<file path="src/rtl/surf_layout_pkg.sv">
package surf_layout_pkg;

  typedef struct packed {
    logic       ok;
    logic [1:0] code;
  } enc_t;

  function automatic enc_t enc_bank(input logic [31:0] v);
    enc_t e;
    e = '0;
    case (v)
      32'd2:   e = '{ok: 1'b1, code: 2'd0};
      32'd4:   e = '{ok: 1'b1, code: 2'd1};
      32'd8:   e = '{ok: 1'b1, code: 2'd2};
      32'd16:  e = '{ok: 1'b1, code: 2'd3};
      default: e = '0;
    endcase
    return e;
  endfunction

  function automatic enc_t enc_chan(input logic [31:0] v);
    enc_t e;
    e = '0;
    case (v)
      32'd1:   e = '{ok: 1'b1, code: 2'd0};
      32'd2:   e = '{ok: 1'b1, code: 2'd1};
      default: e = '0;
    endcase
    return e;
  endfunction

  function automatic enc_t enc_ilv(input logic [31:0] v);
    enc_t e;
    e = '0;
    case (v)
      32'd256: e = '{ok: 1'b1, code: 2'd0};
      32'd512: e = '{ok: 1'b1, code: 2'd1};
      default: e = '0;
    endcase
    return e;
  endfunction

  function automatic enc_t enc_row(input logic [31:0] v);
    enc_t e;
    e = '0;
    case (v)
      32'd1024: e = '{ok: 1'b1, code: 2'd0};
      32'd2048: e = '{ok: 1'b1, code: 2'd1};
      32'd4096: e = '{ok: 1'b1, code: 2'd2};
      default:  e = '0;
    endcase
    return e;
  endfunction

endpackage

</file>
<file path="src/rtl/surf_field_encoder.sv">
module surf_field_encoder
  import surf_layout_pkg::*;
#(
  parameter int ROW_W  = 16,
  parameter int BANK_W = 6,
  parameter int CHAN_W = 3,
  parameter int ILV_W  = 11
) (
  input  logic [ROW_W-1:0]  row_bytes,
  input  logic [BANK_W-1:0] bank_cnt,
  input  logic [CHAN_W-1:0] chan_cnt,
  input  logic [ILV_W-1:0]  ilv_bytes,
  output enc_t              row_e,
  output enc_t              bank_e,
  output enc_t              chan_e,
  output enc_t              ilv_e
);

  always_comb begin
    row_e  = enc_row(32'(row_bytes));
    bank_e = enc_bank(32'(bank_cnt));
    chan_e = enc_chan(32'(chan_cnt));
    ilv_e  = enc_ilv(32'(ilv_bytes));
  end

endmodule

</file>
<file path="src/rtl/surf_seq_divider.sv">
module surf_seq_divider #(
  parameter int W     = 32,
  parameter int LANES = 2
) (
  input  logic                      clk,
  input  logic                      rst,
  input  logic                      load,
  input  logic [LANES-1:0][W-1:0]   dividend,
  input  logic [LANES-1:0][W-1:0]   divisor,
  output logic [LANES-1:0][W-1:0]   quot,
  output logic [LANES-1:0][W-1:0]   rem,
  output logic                      fin
);

  localparam int CNT_W = $clog2(W + 1);

  logic [CNT_W-1:0] cnt_q;

  // one shared iteration counter for every lane
  always_ff @(posedge clk) begin
    if (rst) begin
      cnt_q <= '0;
      fin   <= 1'b0;
    end else begin
      fin <= 1'b0;
      if (load) begin
        cnt_q <= CNT_W'(W);
      end else if (cnt_q != '0) begin
        cnt_q <= cnt_q - 1'b1;
        if (cnt_q == CNT_W'(1)) fin <= 1'b1;
      end
    end
  end

  for (genvar g = 0; g < LANES; g++) begin : g_lane
    logic [W-1:0] q_l, r_l, d_l, q_n, r_n;
    logic [W:0]   shf;

    // restoring step: shift in next dividend bit, subtract if it fits
    always_comb begin
      shf = {r_l, q_l[W-1]};
      if (shf >= {1'b0, d_l}) begin
        r_n = W'(shf - {1'b0, d_l});
        q_n = {q_l[W-2:0], 1'b1};
      end else begin
        r_n = shf[W-1:0];
        q_n = {q_l[W-2:0], 1'b0};
      end
    end

    always_ff @(posedge clk) begin
      if (load) begin
        q_l <= dividend[g];
        r_l <= '0;
        d_l <= divisor[g];
      end else if (cnt_q != '0) begin
        q_l <= q_n;
        r_l <= r_n;
      end
    end

    assign quot[g] = q_l;
    assign rem[g]  = r_l;
  end

endmodule

</file>
<file path="src/rtl/surf_layout_calc.sv">
module surf_layout_calc
  import surf_layout_pkg::*;
#(
  parameter int DIM_W     = 14,
  parameter int ROW_W     = 16,
  parameter int BANK_W    = 6,
  parameter int CHAN_W    = 3,
  parameter int ILV_W     = 11,
  parameter int ADDR_W    = 32,
  parameter int CHUNK_PIX = 256,
  localparam int NUM_W    = 2 * DIM_W + 3,
  localparam int DIV_W    = (NUM_W > ADDR_W) ? NUM_W : ADDR_W,
  localparam int PITCH_W  = DIM_W - 2
) (
  input  logic                clk,
  input  logic                rst,
  input  logic                start,
  input  logic [DIM_W-1:0]    view_w,
  input  logic [DIM_W-1:0]    view_h,
  input  logic [ROW_W-1:0]    row_bytes,
  input  logic [BANK_W-1:0]   bank_cnt,
  input  logic [CHAN_W-1:0]   chan_cnt,
  input  logic [ILV_W-1:0]    ilv_bytes,
  input  logic [ADDR_W-1:0]   base_addr,
  output logic [1:0]          bank_code,
  output logic [1:0]          chan_code,
  output logic [1:0]          ilv_code,
  output logic [1:0]          row_code,
  output logic [ADDR_W:0]     aligned_base,
  output logic [PITCH_W-1:0]  pitch,
  output logic [DIV_W-1:0]    rows_per_chan,
  output logic                done,
  output logic                invalid_cfg
);

  localparam int AW_W   = DIM_W + 1;
  localparam int UNIT_W = ROW_W + BANK_W + CHAN_W;
  localparam int AB_W   = ADDR_W + 1;

  // ---------------- operand preparation ----------------
  logic [AW_W-1:0]   aw_c, eh_c;
  logic [NUM_W-1:0]  num_c;
  logic [UNIT_W-1:0] unit_c;
  logic [PITCH_W-1:0] pitch_c;

  always_comb begin
    aw_c    = (AW_W'(view_w) + AW_W'(CHUNK_PIX - 1)) & ~AW_W'(CHUNK_PIX - 1);
    eh_c    = (AW_W'(view_h) + AW_W'(1)) & ~AW_W'(1);
    num_c   = (NUM_W'(aw_c) * NUM_W'(eh_c)) << 2;
    unit_c  = UNIT_W'(row_bytes) * UNIT_W'(bank_cnt) * UNIT_W'(chan_cnt);
    pitch_c = PITCH_W'(aw_c >> 3);
  end

  enc_t row_e, bank_e, chan_e, ilv_e;

  surf_field_encoder #(
    .ROW_W (ROW_W),
    .BANK_W(BANK_W),
    .CHAN_W(CHAN_W),
    .ILV_W (ILV_W)
  ) enc_i (
    .row_bytes(row_bytes),
    .bank_cnt (bank_cnt),
    .chan_cnt (chan_cnt),
    .ilv_bytes(ilv_bytes),
    .row_e    (row_e),
    .bank_e   (bank_e),
    .chan_e   (chan_e),
    .ilv_e    (ilv_e)
  );

  // ---------------- control ----------------
  logic busy_q;
  logic accept;
  assign accept = start && !busy_q;

  // ---------------- divider: lane 0 sizes region, lane 1 aligns base ----------------
  logic [1:0][DIV_W-1:0] dvd, dvs, quot, rem;
  logic                  fin;

  assign dvd[0] = DIV_W'(num_c);
  assign dvd[1] = DIV_W'(base_addr);
  assign dvs[0] = DIV_W'(unit_c);
  assign dvs[1] = DIV_W'(unit_c);

  surf_seq_divider #(
    .W    (DIV_W),
    .LANES(2)
  ) div_i (
    .clk     (clk),
    .rst     (rst),
    .load    (accept),
    .dividend(dvd),
    .divisor (dvs),
    .quot    (quot),
    .rem     (rem),
    .fin     (fin)
  );

  // ---------------- captured request ----------------
  logic [UNIT_W-1:0]  unit_q;
  logic [ADDR_W-1:0]  base_q;
  logic [PITCH_W-1:0] pitch_q;
  enc_t               row_q, bank_q, chan_q, ilv_q;

  // ---------------- result formation ----------------
  logic [DIV_W-1:0] rows_c;
  logic [AB_W-1:0]  steps_c, aligned_c;

  always_comb begin
    rows_c    = quot[0] + DIV_W'(rem[0] != '0);
    steps_c   = AB_W'(quot[1]) + AB_W'(rem[1] != '0);
    aligned_c = AB_W'(steps_c * AB_W'(unit_q));
  end

  always_ff @(posedge clk) begin
    if (rst) begin
      busy_q        <= 1'b0;
      done          <= 1'b0;
      unit_q        <= '0;
      base_q        <= '0;
      pitch_q       <= '0;
      row_q         <= '0;
      bank_q        <= '0;
      chan_q        <= '0;
      ilv_q         <= '0;
      bank_code     <= '0;
      chan_code     <= '0;
      ilv_code      <= '0;
      row_code      <= '0;
      aligned_base  <= '0;
      pitch         <= '0;
      rows_per_chan <= '0;
      invalid_cfg   <= 1'b0;
    end else begin
      done <= 1'b0;
      if (accept) begin
        busy_q  <= 1'b1;
        unit_q  <= unit_c;
        base_q  <= base_addr;
        pitch_q <= pitch_c;
        row_q   <= row_e;
        bank_q  <= bank_e;
        chan_q  <= chan_e;
        ilv_q   <= ilv_e;
      end
      if (fin) begin
        busy_q <= 1'b0;
        done   <= 1'b1;
        pitch  <= pitch_q;
        if (unit_q == '0) begin
          rows_per_chan <= '0;
          aligned_base  <= AB_W'(base_q);
        end else begin
          rows_per_chan <= rows_c;
          aligned_base  <= aligned_c;
        end
        if (bank_q.ok) bank_code <= bank_q.code;
        if (chan_q.ok) chan_code <= chan_q.code;
        if (ilv_q.ok)  ilv_code  <= ilv_q.code;
        if (row_q.ok)  row_code  <= row_q.code;
        invalid_cfg <= !(bank_q.ok && chan_q.ok && ilv_q.ok && row_q.ok);
      end
    end
  end

endmodule

</file>
<file path="config.mk">
export PLATFORM = sky130hd
export DESIGN_NAME = surf_layout_calc
export DESIGN_NICKNAME = d
export VERILOG_FILES = /design/src/rtl/surf_layout_pkg.sv /design/src/rtl/surf_field_encoder.sv /design/src/rtl/surf_seq_divider.sv /design/src/rtl/surf_layout_calc.sv
export SDC_FILE = /design/constraint.sdc
export NUM_CORES = 2
export LEC_CHECK = 0
export BUFFER_PORTS_ARGS = -buffer_cell sky130_fd_sc_hd__buf_2
export CAP_MARGIN = 20
export CELL_PAD_IN_SITES_DETAIL_PLACEMENT = 0
export CELL_PAD_IN_SITES_GLOBAL_PLACEMENT = 2
export CORE_MARGIN = 4
export CORE_UTILIZATION = 36
export CTS_CLUSTER_DIAMETER = 150
export CTS_CLUSTER_SIZE = 14
export DETAILED_ROUTE_END_ITERATION = 10
export PLACE_DENSITY = 0.74
export SETUP_SLACK_MARGIN = 0.05
export SLEW_MARGIN = 10
export SYNTH_ARGS = -nofsm -noshare
export SYNTH_HDL_FRONTEND = slang
export SYNTH_HIERARCHICAL = 1
export SYNTH_SLANG_ARGS = --single-unit
</file>
<file path="constraint.sdc">
create_clock -name clk -period 8.6 [get_ports clk]
set_input_delay 0.86 -clock clk [delete_from_list [all_inputs] [get_ports clk]]
set_output_delay 0.86 -clock clk [all_outputs]
set_load 0.01 [all_outputs]
</file>
# Word-level counts from Yosys, hierarchy flattened
# Index checks and enable logic that the tools add are counted.
[totals]
elab_cells = 92
register_bits = 319
[op_classes]
bitwise_logic = 1
eq_ne = 12
mul = 4
reduce_logical = 18
magnitude_cmp = 2
n_addsub = 7
mux = 18
[ops]
columns = ["operator", "n"]
rows = [
  ["$mux 32", 5],
  ["$ge 33x25->1", 2],
  ["$reduce_bool 32->1", 2],
  ["$sub 32x25->32", 2],
  ["$mux 31", 2],
  ["$add 32x1->33", 1],
  ["$mul 33x25->33", 1],
  ["$mux 33", 1],
  ["$add 32x1->32", 1],
  ["$logic_not 25->1", 1],
  ["$mul 22x3->25", 1],
  ["$mul 16x6->22", 1],
  ["$mul 7x14->20", 1],
  ["$eq 16x11->1 const B", 1],
  ["$eq 16x12->1 const B", 1],
  ["$eq 16x13->1 const B", 1],
  ["$add 14x1->15 const B", 1],
  ["$add 14x8->15 const B", 1],
  ["$mux 6", 2],
  ["$pmux 3 s2", 2],
  ["$pmux 3 s4", 1],
  ["$eq 11x10->1 const B", 1],
  ["$eq 11x9->1 const B", 1],
  ["$pmux 3 s3", 1],
  ["other kinds (17)", 28],
]

# Longest topological paths before layout
[logic_depth]
word_depth = 4
depth_mapped = 34
depth_no_buf = 33

# Modules after synthesis
# Netlist, hierarchy kept.
[by_module_without_submodules]
columns = ["mod", "seq_area_each_um2", "instances", "cells_each", "area_each_um2"]
rows = [
  ["surf_layout_calc", 3183.1, 1, 3670, 30300.3],
  ["surf_seq_divider", 5265.0, 1, 1113, 11342.1],
  ["surf_field_encoder", 0.0, 1, 35, 230.2],
]

# Worst setup path before layout
# Ideal clock, no wire load.
[synth_timing]
path_type = "register to register"
startpoint = "reg div_i.g_lane[1].r_l[0]"
endpoint = "reg aligned_base[30]"
path_buffers = 1
t_arrival_ns = 8.096
setup_time_ns = 0.117
period_less_slack_ns = 8.213
setup_slack_ns = 0.387
stages_incl_launch_ff = 33
required_ns = 8.483
path_cell_list = "dfxtp_1 > nor4_1 > nand4_1 > or2_2 > ha_1 > ha_1 > nand4_1 > or4_1 > nor2_1 > xor2_1 > clkbuf_1 > nand2_1 > fa_1 > fa_1 > fa_1 > fa_1 > inv_1 > fa_1 > fa_1 > inv_1 > fa_1 > inv_1 > ha_1 > a21o_1 > a21o_1 > a21o_1 > a21oi_1 > nor2b_1 > a311oi_1 > o21a_1 > xor2_1 > o21ai_0 > a22o_1"
[synth_between]
elab_chain_cells = 4
[synth_lines]
columns = ["item", "line_no", "source"]
rows = [
  ["from (decl)", "surf_seq_divider.sv:36", "logic [W-1:0] q_l, r_l, d_l, q_n, r_n;"],
  ["from (signal assigned)", "surf_seq_divider.sv:58", "r_l <= r_n;"],
  ["$reduce_bool 32->1", "surf_layout_calc.sv:112", "steps_c = AB_W'(quot[1]) + AB_W'(rem[1] != '0);"],
  ["$add 32x1->33", "surf_layout_calc.sv:112", ""],
  ["$mul 33x25->33", "surf_layout_calc.sv:113", "aligned_c = AB_W'(steps_c * AB_W'(unit_q));"],
  ["$mux 33", "surf_layout_calc.sv:151", "if (unit_q == '0) begin"],
  ["to (signal assigned)", "surf_layout_calc.sv:153", "aligned_base <= AB_W'(base_q);"],
  ["to (signal assigned)", "surf_layout_calc.sv:156", "aligned_base <= aligned_c;"],
  ["to (decl)", "surf_layout_calc.sv:29", "output logic [ADDR_W:0] aligned_base,"],
]
# No other way between the ends.
# A chain may end at the register's enable or synchronous reset.

# Final worst setup path
[layout_timing]
startpoint = "reg div_i.g_lane[1].r_l[28]"
endpoint = "reg aligned_base[30]"
# Same word-level chain as after synthesis.

==> results.rst <==
.. list-table::
   :header-rows: 1

   * - Metric
     - Value
   * - Starting density of the core
     - approximately 36%
   * - Detailed Route Iter0 Violations
     - ~1900
   * - Data arrival time of the critical path
     - 8.86 ns
   * - Total of fill cells in the finished design
     - ~12000
   * - Routability congestion estimate from global placement
     - 0.848
   * - Remaining max-slew budget at the tightest pin
     - 24.4%
   * - Met1 layer usage reported by global route
     - between 30% and 40%
   * - Global-route wire length before repair
     - ~210000 um
   * - Proportion of synthesized chip area in sequential cells
     - between 20% and 30%
   * - Share of the core filled with cells
     - a little over two fifths
   * - DRT Pass-1 Iters
     - 5
   * - Most congested layer reported by global routing
     - met2
   * - Setup slack after placement
     - -0.464 ns
   * - Total congestion overflow
     - 0
   * - Syn Std Cell Area
     - 41900 um2
   * - Average instance area after synthesis
     - 8.69 um2
   * - HP Class
     - reg -> reg
   * - Average vias per placed instance
     - ~5.0
   * - Fin worst setup slack
     - roughly 0.26 ns
   * - Library cell used as clock root buffer
     - clkbuf_16
   * - Hold_buf cts
     - 0
   * - Worst clock skew on the final layout
     - roughly 0.029 ns
   * - Die Area
     - 122000 um2
   * - Most instantiated cells after synthesis
     - nand2_1 (782), inv_1 (758), fa_1 (555), and2_1 (294), ha_1 (262)
   * - Ratio of cells with drive above 1 in the final layout
     - between 10% and 20%
   * - Vias after detailed routing
     - between 30000 and 40000
   * - # IOs
     - 186
   * - Final worst path period share
     - a little over nine tenths
   * - Nature of the critical path endpoint
     - flip-flop
   * - TritonCTS clock tree
     - yes
   * - Number of buffers on the longest clock path
     - 3
   * - DRC Markers
     - 0
   * - Transition time at the pin with the least slew margin
     - about 1.1 ns
   * - Number of max-capacitance violations reported
     - 0
   * - Routed wire per std cell
     - around 20 um
   * - Most prevalent standard cell on the critical path
     - fa_1
   * - Leading cell type by number of instances after synthesis
     - nand2_1
   * - Final Critical Period
     - 8.34 ns
   * - Critical path type
     - reg -> reg
   * - Clock-pin slew on the worst setup and hold paths
     - ~0.070 ns
   * - Antenna-violating nets left
     - 0
   * - Worst Path Max Fanout
     - 4
   * - Share of synthesized flip-flops with an asynchronous set or reset
     - 0%
   * - I/O Buffers
     - 180
   * - Final slew viol count
     - 0
   * - Yosys top cell by area
     - fa_1
   * - Synthesized flop and latch total
     - around 360
   * - Top cells by area, synth
     - fa_1 (27%), dfxtp_1 (11%), edfxtp_1 (9.2%)
   * - Result of the run
     - finished, final reports clean
   * - Startpoint Class
     - flip-flop
   * - Clock Latency Late Sink
     - roughly 0.64 ns
   * - Critical Path Max Stage Delay
     - about 0.63 ns
   * - Maximum number of pins on one net before global-route repair
     - 162
   * - Sum of routed wire length over all layers
     - approximately 130000 um
   * - Number of synthesized flops with an enable pin
     - between 100 and 150
   * - Detailed-placement wirelength estimate
     - 107000 um
   * - Total CTS buffers
     - 31
   * - Setup violations, final
     - 0
   * - Chip Height
     - around 350 um
   * - Number of antenna violations at the first check in global routing
     - 16
   * - Global-route usage over all layers
     - 22.0%
   * - Data required time of the worst path
     - just over 9 ns
   * - Total non-filler cell area in the finished layout
     - between 40000 and 50000 um2
   * - Cell type of the slowest stage on the worst timing path
     - or4_4
   * - Number of distinct library cells after synthesis
     - roughly 90
   * - Clk sinks
     - 358
   * - Cell row count
     - around 120
   * - Layout net count
     - 6042
   * - Met2 global-route usage
     - a little under two fifths
   * - Core Area
     - 115000 um2
   * - Primary flip-flop cell chosen by synthesis mapping
     - dfxtp_1
   * - Highest achievable clock rate
     - 120 MHz
   * - Number of hold violations in the final report
     - 0
   * - Cell count after synthesis
     - slightly below 5000
   * - Flop2flop setup slack
     - ~0.26 ns
   * - Share of Yosys cell area claimed by the top area cell type
     - 26.5%
   * - Number of global-route vias before repair
     - 34187
   * - Synth Warn #
     - 6
   * - Diode insertion count for antenna repair
     - 0
   * - Setup repair after global routing missed its margin
     - yes
   * - Synth-to-Final Area Change
     - 14.3%
   * - Met3 usage in global routing
     - around 2.1%
   * - Worst slack on hold paths
     - around 0.45 ns
   * - Post-DP Area
     - approximately 46000 um2
   * - Chip Width
     - ~350 um
   * - H-tree depth
     - 1
[routing by layer]
metal	share of wire, %	up-vias	wire length [um]
met5	0	-	0
met4	2.3	0	3060
met3	4.6	132	6250
met2	47	745	63000
met1	46	16405	62500
li1	-	15914	-
[cells by family after synthesis]
group                    Yosys count  synth area share (%)
AND/OR/NAND/NOR                 1681                  18.9
buffers and inverters            983                  8.98
adder cells (fa/ha/maj)          817                  34.4
AO/OA/AOI/OAI                    626                  9.64
flip-flops                       358                  20.2
XOR/XNOR                         254                  5.46
multiplexers                      97                  2.51
other                              2                0.0179
[timing repair]
| item | in CTS | in global routing |
|---|---|---|
| setup endpoints to repair | 10 | 11 |
| gates cloned | 0 | 0 |
| pin swaps | 16 | 81 |
| resized for setup | 26 | 116 |
| buffers inserted | 7 | 14 |
[placed cells by master (no fill, tap or decap), drive strengths merged, types with 70 or more instances in the layout]
cell / n
nand2: 784
xnor2: 169
nor3: 70
inv: 762
and2: 295
dfxtp: 230
xor2: 82
a21oi: 212
edfxtp: 128
nor2: 241
fa: 555
buf: 466
ha: 262
o21ai: 119
[final timing paths]
kind | from | end | cells past startpoint
setup reg to reg | div_i/g_lane[1].r_l[28] | aligned_base[30] | 34
setup / recovery | div_i/g_lane[1].r_l[28] | aligned_base[30] | 34
hold reg to reg | rows_per_chan[15] | rows_per_chan[15] | 2
hold / removal | rows_per_chan[15] | rows_per_chan[15] | 2
[layout make-up]
cell class                      instances  area [um2]  share of cell area [%]
Multi-Input combinational cell       3508       30500                    63.7
Sequential cell                       358        8460                    17.7
Timing Repair Buffer                  466        3230                    6.75
Inverter                              761        2860                    5.98
Tap cell                             1512        1890                    3.95
Clock buffer                           53         901                    1.88
Clock inverter                          4        30.0                  0.0627
[flip-flops by register name (all words and copies together) (netlist names), 2 cells and up]
| signal | count |
|---|---|
| chan_code | 2 |
| chan_q | 3 |
| pitch | 7 |
| row_code | 2 |
| row_q | 3 |
| pitch_q | 7 |
| unit_q | 25 |
| ilv_code | 2 |
| bank_q | 3 |
| div_i/g_lane.q_l | 64 |
| ilv_q | 3 |
| rows_per_chan | 32 |
| div_i/g_lane.d_l | 64 |
| div_i/cnt_q | 6 |
| bank_code | 2 |
| aligned_base | 33 |
| base_q | 32 |
| div_i/g_lane.r_l | 64 |
[critical path, delay by kind of cell (launching register included)]
kind	cells	cell delay [ns]
and+or+nand+nor	8	1.41
xor gates and xnor gates	2	0.34
DFF	1	0.34
adders and majority gates	10	4.19
AOI/OAI and AO/OA	7	1.13
buffers and inverters	7	0.80
[metrics by stage]
step           setup TNS, ns  std cells
3_3_place_gp           -2.44       6586
3_5_place_dp           -2.33       6586
4_1_cts                    0       6650
6_report                   0       6662
2_1_floorplan              0       4849
5_1_grt                    0       6662
Power is not shown: default switching activity piles up to over one toggle a cycle in this logic, so the estimate is an artifact.
